File: src/rtl/irqagg_pkg.sv
package irqagg_pkg;

  // Edge-latched variant register offsets
  localparam logic [7:0] LAT_STATUS = 8'h00;
  localparam logic [7:0] LAT_FORCE  = 8'h04;
  localparam logic [7:0] LAT_ACK    = 8'h08;
  localparam logic [7:0] LAT_MVIEW  = 8'h0C;
  localparam logic [7:0] LAT_MSET   = 8'h10;
  localparam logic [7:0] LAT_MCLR   = 8'h14;

  // Level variant register offsets
  localparam logic [7:0] LVL_STATUS = 8'h00;
  localparam logic [7:0] LVL_MVIEW  = 8'h04;
  localparam logic [7:0] LVL_MSET   = 8'h08;
  localparam logic [7:0] LVL_MCLR   = 8'h0C;

  typedef struct packed {
    logic maskSet;
    logic maskClr;
    logic ack;
    logic forceSet;
  } regStrobe_t;

  typedef enum logic [1:0] {
    RD_NONE,
    RD_STATUS,
    RD_MASK
  } rdSel_t;

endpackage

File: src/rtl/irqagg_ctrl.sv
module irqagg_ctrl
  import irqagg_pkg::*;
#(
  parameter bit LATCHED = 1'b1,
  parameter int ADDR_W  = 8
) (
  input  logic              wrEn,
  input  logic [ADDR_W-1:0] addr,
  output regStrobe_t        strobe,
  output rdSel_t            rdSel
);

  localparam logic [ADDR_W-1:0] OFF_STATUS = ADDR_W'(LATCHED ? LAT_STATUS : LVL_STATUS);
  localparam logic [ADDR_W-1:0] OFF_MVIEW  = ADDR_W'(LATCHED ? LAT_MVIEW  : LVL_MVIEW);
  localparam logic [ADDR_W-1:0] OFF_MSET   = ADDR_W'(LATCHED ? LAT_MSET   : LVL_MSET);
  localparam logic [ADDR_W-1:0] OFF_MCLR   = ADDR_W'(LATCHED ? LAT_MCLR   : LVL_MCLR);
  localparam logic [ADDR_W-1:0] OFF_ACK    = ADDR_W'(LAT_ACK);
  localparam logic [ADDR_W-1:0] OFF_FORCE  = ADDR_W'(LAT_FORCE);

  always_comb begin
    strobe.maskSet  = wrEn && (addr == OFF_MSET);
    strobe.maskClr  = wrEn && (addr == OFF_MCLR);
    strobe.ack      = LATCHED && wrEn && (addr == OFF_ACK);
    strobe.forceSet = LATCHED && wrEn && (addr == OFF_FORCE);
  end

  always_comb begin
    if (addr == OFF_STATUS)     rdSel = RD_STATUS;
    else if (addr == OFF_MVIEW) rdSel = RD_MASK;
    else                        rdSel = RD_NONE;
  end

endmodule

File: src/rtl/irqagg_dp.sv
module irqagg_dp
  import irqagg_pkg::*;
#(
  parameter bit LATCHED = 1'b1,
  parameter int N       = 32
) (
  input  logic         clk,
  input  logic         rstN,
  input  logic [N-1:0] srcIn,
  input  logic [N-1:0] wrData,
  input  regStrobe_t   strobe,
  input  rdSel_t       rdSel,
  output logic [N-1:0] rdData,
  output logic [N-1:0] statusWord,
  output logic [N-1:0] maskWord,
  output logic         irqOut
);

  logic [N-1:0] setBits;
  logic [N-1:0] clrBits;

  assign setBits = strobe.maskSet ? wrData : '0;
  assign clrBits = strobe.maskClr ? wrData : '0;

  always_ff @(posedge clk) begin
    if (!rstN) maskWord <= '1;
    else       maskWord <= (maskWord | setBits) & ~clrBits;
  end

  generate
    if (LATCHED) begin : g_latched
      logic [N-1:0] srcPrev;
      logic [N-1:0] pendReg;
      logic [N-1:0] riseBits;
      logic [N-1:0] ackBits;
      logic [N-1:0] frcBits;

      assign riseBits = srcIn & ~srcPrev;
      assign ackBits  = strobe.ack ? wrData : '0;
      assign frcBits  = strobe.forceSet ? wrData : '0;

      always_ff @(posedge clk) begin
        if (!rstN) begin
          srcPrev <= '0;
          pendReg <= '0;
        end else begin
          srcPrev <= srcIn;
          // an edge or a force wins over an acknowledge in the same cycle
          pendReg <= (pendReg & ~ackBits) | riseBits | frcBits;
        end
      end

      assign statusWord = pendReg;
    end else begin : g_level
      assign statusWord = srcIn;
    end
  endgenerate

  assign irqOut = |(statusWord & ~maskWord);

  always_comb begin
    unique case (rdSel)
      RD_STATUS: rdData = statusWord;
      RD_MASK:   rdData = maskWord;
      default:   rdData = '0;
    endcase
  end

endmodule

File: src/rtl/irq_aggregator.sv
module irq_aggregator
  import irqagg_pkg::*;
#(
  parameter bit LATCHED = 1'b1,
  parameter int N       = 32,
  parameter int ADDR_W  = 8
) (
  input  logic              clk,
  input  logic              rstN,
  input  logic [N-1:0]      srcIn,
  input  logic              wrEn,
  input  logic [ADDR_W-1:0] addr,
  input  logic [N-1:0]      wrData,
  output logic [N-1:0]      rdData,
  output logic              irqOut
);

  regStrobe_t   strobe;
  rdSel_t       rdSel;
  logic [N-1:0] statusWord;
  logic [N-1:0] maskWord;

  irqagg_ctrl #(.LATCHED(LATCHED), .ADDR_W(ADDR_W)) u_ctrl (
    .wrEn   (wrEn),
    .addr   (addr),
    .strobe (strobe),
    .rdSel  (rdSel)
  );

  irqagg_dp #(.LATCHED(LATCHED), .N(N)) u_dp (
    .clk        (clk),
    .rstN       (rstN),
    .srcIn      (srcIn),
    .wrData     (wrData),
    .strobe     (strobe),
    .rdSel      (rdSel),
    .rdData     (rdData),
    .statusWord (statusWord),
    .maskWord   (maskWord),
    .irqOut     (irqOut)
  );

endmodule

File: config.mk
export PLATFORM = sky130hd
export DESIGN_NAME = irq_aggregator
export DESIGN_NICKNAME = d
export VERILOG_FILES = /design/src/rtl/irqagg_pkg.sv /design/src/rtl/irqagg_ctrl.sv /design/src/rtl/irqagg_dp.sv /design/src/rtl/irq_aggregator.sv
export SDC_FILE = /design/constraint.sdc
export NUM_CORES = 1
export LEC_CHECK = 0
export CAP_MARGIN = 20
export CELL_PAD_IN_SITES_DETAIL_PLACEMENT = 0
export CELL_PAD_IN_SITES_GLOBAL_PLACEMENT = 1
export CORE_UTILIZATION = 30
export DETAILED_ROUTE_END_ITERATION = 6
export PLACE_DENSITY_LB_ADDON = 0.1
export REMOVE_ABC_BUFFERS = 1
export SLEW_MARGIN = 20
export SYNTH_ARGS = -nofsm -noshare
export SYNTH_HDL_FRONTEND = slang
export SYNTH_SLANG_ARGS = --single-unit
File: constraint.sdc
create_clock -name clk -period 1.97 [get_ports clk]
set_input_delay 0.2955 -clock clk [delete_from_list [all_inputs] [get_ports clk]]
set_output_delay 0.2955 -clock clk [all_outputs]
set_load 0.01 [all_outputs]
==> metrics.yaml, run 1 <==
drt:
  routedWlPerCell_microns: 16.64
  drcViolationCount: 0
  antenna_left: 0
  finalWirelength_microns: 13620
  vias: 4118
  drtPass1Iterations: 6
  vias_per_cell: 5.034
  drt-initial-drc-count: 189
grt:
  grt.overflow.total: 0
  antenna_found_initial: 1
  grt_max_degree: 97
  grt_pass1_wl_microns: 21560
  grtUsageTotal_pct: 18.78
  grt_pass1_vias: 4169
synth:
  synthCells: 516
  ys_ff_latch: 96
  ys_types: 26
  synth_area_sq_um: 4398
  syn_avg_cell_area_sq_um: 8.523
  yosys_warnings: 0
  yosysSeqAreaShare_pct: 43.70
timing:
  fmax_ghz: 0.4881
  setup_tns_ns: -0.9832
  grt_setup_unrepaired: "yes"
  relSlewSlack_pct: 71.94
  setup_viol: 30
  fin_crit_sh_pct: 104.0
  holdWs_ns: 0.4557
  setup_slack_ns: -0.07867
  final_hold_viol_count: 0
  finalCriticalPeriod_ns: 2.049
  skew_ns: 0.002784
  worst_slew_pin_slew_ns: 0.4170
  drv_slew: 0
min_path:
  hold_class: "in2reg"
setup_path:
  start_kind: "input pin"
  end_kind: "output port"
  critPathRequiredTime_ns: 1.67
  critPathArrivalTime_ns: 1.75
  critPathKind: "in2out"
  path_max_fanout: 8
die:
  core-area_sq_um: 14100
  die_x_microns: 123.1
  rows: 43
  start_util_pct: 31.20
  die_area_sq_um: 15150
  dieHeight_microns: 123.1
  io_pins: 108
power_and_ir_drop:
  p_leak_uw: 0.002686
  p_per_area_nw_per_um2: 699.2
  vdd_ir_drop_max_mv: 0.3513
run_status:
  failed_checks: "setup timing"
  status: "finished, violations left"
layout:
  drive_gt1_share_pct: 16.33
  area_delta_synth_final_pct: 38.55
  nets: 707
  multi_input_area_sq_um: 2116
  fillers: 1435
  finalCoreUtilization_pct: 43.23
  seqCellArea_sq_um: 1931
place:
  gp_congestion: 0.7572
  io_buffers: 107
  dp_slack_ns: -0.8915
  dp_hpwl_microns: 8593
cts:
  numCtsBuffers: 9
  worstSkewPairLatency_ns: 0.34
  holdBufCountCts: 0
  root_buffer: "clkbuf_16"
  clkTransAtPathRegs_ns: 0.06
  numClockSinks: 96
  tritoncts: "yes"
  clockBufferDepth: 2
  htreeDepth: 3
job:
  maxCapViolations: 0
-- final timing paths --
path | startpoint | slack [ns] | cells past startpoint | endpoint
max | addr[0] | -0.08 | 6 | rdData[23]
min | rstN | 0.46 | 3 | u_dp.maskWord[24]
max reg2reg | u_dp.statusWord[19] | 1.24 | 3 | u_dp.statusWord[19]
min reg2reg | u_dp.statusWord[7] | 0.49 | 2 | u_dp.statusWord[7]
-- cells by family after synthesis --
family,Yosys count,synth area share [%]
AOI/OAI and AO/OA,176,26.86
and+or+nand+nor,143,20.09
buffers and inverters,101,9.360
DFF,96,43.70
-- report_power, final --
part	switching (uW)	leakage [uW]	internal [uW]	total [uW]
Combinational	214	0.00175	260	474
Clock	730	0.000140	980	1710
Sequential	46.3	0.000792	2030	2080
-- metal layers --
| layer | part of all wire [%] | vias to the layer above | GRT usage [%] |
|---|---|---|---|
| met2 | 49 | 83 | 32.55 |
| met3 | 4.3 | 14 | 3.321 |
| met5 | 0 | - | 0 |
| li1 | - | 2041 | - |
| met1 | 45 | 1980 | 22.96 |
| met4 | 1.5 | 0 | 7.530 |
-- cells in the mapped netlist --
cell / count / area share [%]
nor4_1: 4 / 0.57
inv_1: 64 / 5.5
nor4b_4: 2 / 1.1
a21boi_0: 2 / 0.34
nand2_1: 32 / 2.7
nor2b_1: 32 / 4.6
dfxtp_1: 96 / 44
nand4_1: 33 / 4.7
nand3b_1: 1 / 0.17
a21boi_1: 30 / 5.1
nand2_2: 1 / 0.14
nor4_4: 2 / 0.97
a21oi_1: 32 / 3.6
nand2b_1: 1 / 0.14
buf_6: 3 / 0.77
a22o_1: 32 / 6.4
nor4bb_1: 1 / 0.23
and3_1: 1 / 0.14
and2_1: 32 / 4.6
o211ai_1: 32 / 5.5
o22ai_1: 16 / 2.3
o21ai_0: 32 / 3.6
nor3_1: 1 / 0.11
buf_2: 8 / 0.91
buf_1: 1 / 0.085
clkbuf_1: 25 / 2.1
-- flip-flops by register name (all words and copies together) (netlist names) --
register	cells
u_dp.maskWord	32
u_dp.statusWord	32
u_dp.g_latched.srcPrev	32
-- stage by stage --
stage                     power (uW)  instances  cell area (sq um)
after CTS                       4326        818               6110
after detailed placement        2588        789               5746
after floorplan                 2275        479               4227
final                           4261        818               6093
after global routing            4466        818               6093
after global placement          2580        789               5746
-- what timing repair did --
action,in CTS,in global routing
cloned,4,0
buffers inserted,9,1
pin swaps,17,15
resized for setup,184,6
setup endpoints to repair,33,33
-- critical path: stages --
cell and delay [ns]:
clkdlybuf4s50_1 0.51, nor4b_4 0.33, buf_6 0.17, buf_8 0.14, a22o_1 0.16, buf_2 0.14
-- cells in the final DEF, fill, tap and decap left out, types with 7 or more instances in the layout --
master           netlist  layout
buf_2                  8      36
clkdlybuf4s50_1        0      66
nand4_1               33      33
a22o_1                32      32
dfxtp_2                0       7
o21ai_0               32      32
buf_12                 0       7
o22ai_1               16      14
and2_1                32      32
nand2_1               32      32
inv_1                 64      64
a21oi_1               32      32
buf_4                  0      23
dfxtp_1               96      89
a21boi_1              30      30
nor2b_1               32      32
o211ai_1              32      32
clkbuf_16              0       9
-- layout make-up --
| type | count | share of cell area [%] |
|---|---|---|
| timing repair buffer | 142 | 21.29 |
| multi-input combinational | 319 | 34.72 |
| tap | 180 | 3.696 |
| sequential | 96 | 31.68 |
| inverter | 64 | 3.943 |
| clock buffer | 12 | 3.881 |
| antenna | 1 | 0.04107 |
| clock inverter | 4 | 0.7392 |
(Power assumes the default switching activity.)
==> run 2: changes to the inputs <==
- CELL_PAD_IN_SITES_DETAIL_PLACEMENT: 0 -> 1
- CELL_PAD_IN_SITES_GLOBAL_PLACEMENT: 1 -> 2
- CORE_UTILIZATION: 30 -> 29
==> metrics.yaml, run 2 (same netlist as run 1, synthesis figures left out) <==
setup_path:
  critPathRequiredTime_ns: 1.67
  critPathTopFamily: "buffers and inverters"
  slowest_delay_ns: 0.53
  critPathKind: "in2out"
  r2r-start: "u_dp.statusWord[1]"
  start_kind: "input pin"
  critPathArrivalTime_ns: 1.93
  crit_buf_inv: 5
  worst-r2r-cell-count: 2
  end_kind: "output port"
  r2r-end: "u_dp.statusWord[1]"
  reg2reg_slack_ns: 1.24
  path_max_fanout: 8
  path_cells: "clkdlybuf4s50_1 > nor4b_4 > buf_4 > buf_6 > buf_12 > a22o_1 > buf_2"
  cp_slowest_cell: "clkdlybuf4s50_1"
grt:
  grt.overflow.total: 0
  grt_pass1_vias: 4380
  grt_max_degree: 97
  antenna_found_initial: 0
  grt_pass1_wl_microns: 24250
  grtUsageTotal_pct: 20.22
cts:
  root_buffer: "clkbuf_16"
  tritoncts: "yes"
  numCtsBuffers: 9
  worstSkewPairLatency_ns: 0.35
  numClockSinks: 96
  clkTransAtPathRegs_ns: 0.07
  holdBufCountCts: 0
  clockBufferDepth: 2
  htreeDepth: 3
layout:
  finalNonFillerCells: 828
  drive_gt1_share_pct: 16.77
  nets: 714
  fillers: 1705
  area_delta_synth_final_pct: 41.39
  multi_input_area_sq_um: 2117
  antenna_cells: 0
  seqCellArea_sq_um: 1924
  mostFrequentLayoutCell: "dfxtp_1"
  finalCoreUtilization_pct: 42.46
  final_cell_mix: "94 x dfxtp_1, 68 x clkdlybuf4s50_1, 64 x inv_1"
power_and_ir_drop:
  switching_share_pct: 23.67
  p_int_uw: 3340
  p_seq_share_pct: 47.5
  comb_power_share_pct: 10.9
  p_per_area_nw_per_um2: 703.7
  switchingPower_uw: 1036
  clockPowerShare_pct: 41.6
  vdd_ir_drop_max_mv: 0.4716
  p_leak_uw: 0.002739
timing:
  worst_slew_pin_slew_ns: 0.4264
  drv_slew: 0
  setup_tns_ns: -6.198
  grt_setup_unrepaired: "yes"
  fmax_ghz: 0.4502
  fin_crit_sh_pct: 112.8
  skew_ns: 0.004822
  setup_viol: 32
  setup_slack_ns: -0.2514
  final_hold_viol_count: 0
  finalCriticalPeriod_ns: 2.221
  holdWs_ns: 0.4507
  relSlewSlack_pct: 71.57
die:
  core-area_sq_um: 14640
  io_pins: 108
  die_x_microns: 125.1
  start_util_pct: 30.03
  rows: 44
  dieHeight_microns: 125.1
  die_area_sq_um: 15660
place:
  dp.cells: 790
  gp_congestion: 0.6954
  dp_hpwl_microns: 9142
  io_buffers: 107
drt:
  routedWlPerCell_microns: 18.30
  vias_per_cell: 5.051
  drcViolationCount: 2
  finalWirelength_microns: 15150
  vias: 4182
  antenna_left: 0
  drt-initial-drc-count: 223
  drtPass1Iterations: 7
job:
  maxCapViolations: 0
min_path:
  hold_path_depth: 3
  hold_class: "in2reg"
  worstHoldEndpoint: "u_dp.maskWord[29]"
  min_from: "rstN"
run_status:
  failed_checks: "DRC, setup timing"
  status: "finished, violations left"
## run 2: cell type report
class / instances / area share, %
inverter: 64 / 3.863
sequential: 96 / 30.95
tap: 184 / 3.702
multi-input combinational: 319 / 34.04
clock inverter: 3 / 0.6439
clock buffer: 13 / 4.185
timing repair buffer: 149 / 22.62
## run 2: how the worst max path moves through the flow
stage | depth (start not counted) | endpoint | startpoint | slack, ns
2_1_floorplan | 4 | u_dp.maskWord[0] | addr[5] | -0.57
3_3_place_gp | 7 | rdData[5] | addr[4] | -0.94
3_5_place_dp | 7 | rdData[20] | addr[4] | -0.97
4_1_cts | 10 | rdData[20] | addr[5] | -0.25
5_1_grt | 10 | rdData[20] | addr[6] | -0.36
6_report | 7 | rdData[20] | addr[1] | -0.25
## run 2: per-layer routing
| metal | track usage, % | vias to the layer above | routed length, microns |
|---|---|---|---|
| met5 | 0 | - | 0 |
| met3 | 3.295 | 16 | 453 |
| met2 | 34.67 | 78 | 7339 |
| li1 | - | 2060 | - |
| met1 | 25.60 | 2028 | 7101 |
| met4 | 7.102 | 0 | 257 |
## run 2: worst register-to-register path: cells and delay by family, from the launching register on
| kind | cells | cell delay (ns) |
|---|---|---|
| flops | 1 | 0.36 |
| compound gates | 2 | 0.28 |
## run 2: per-stage QoR
step / setup slack, ns / cell area [sq um] / total power (uW)
finish: -0.2514 / 6218 / 4376
global route: -0.3610 / 6218 / 4597
CTS: -0.2450 / 6210 / 4430
detailed placement: -0.9731 / 5741 / 2591
global placement: -0.9370 / 5741 / 2573
floorplan: -0.5690 / 4227 / 2275
## run 2: power groups by stage
stage                     logic, uW  clock network [uW]  registers [uW]
after floorplan                 170                   0            2100
after global placement          457                   0            2120
after detailed placement        471                   0            2120
after CTS                       481                1870            2070
after global routing            528                1980            2090
final                           479                1820            2080
## run 2: timing repair
action	in CTS	in global routing
endpoints found under the hold margin	0	0
setup buffers	15	3
gates cloned	6	0
resized for setup	171	10
setup endpoints to repair	33	35
pin swaps	19	10
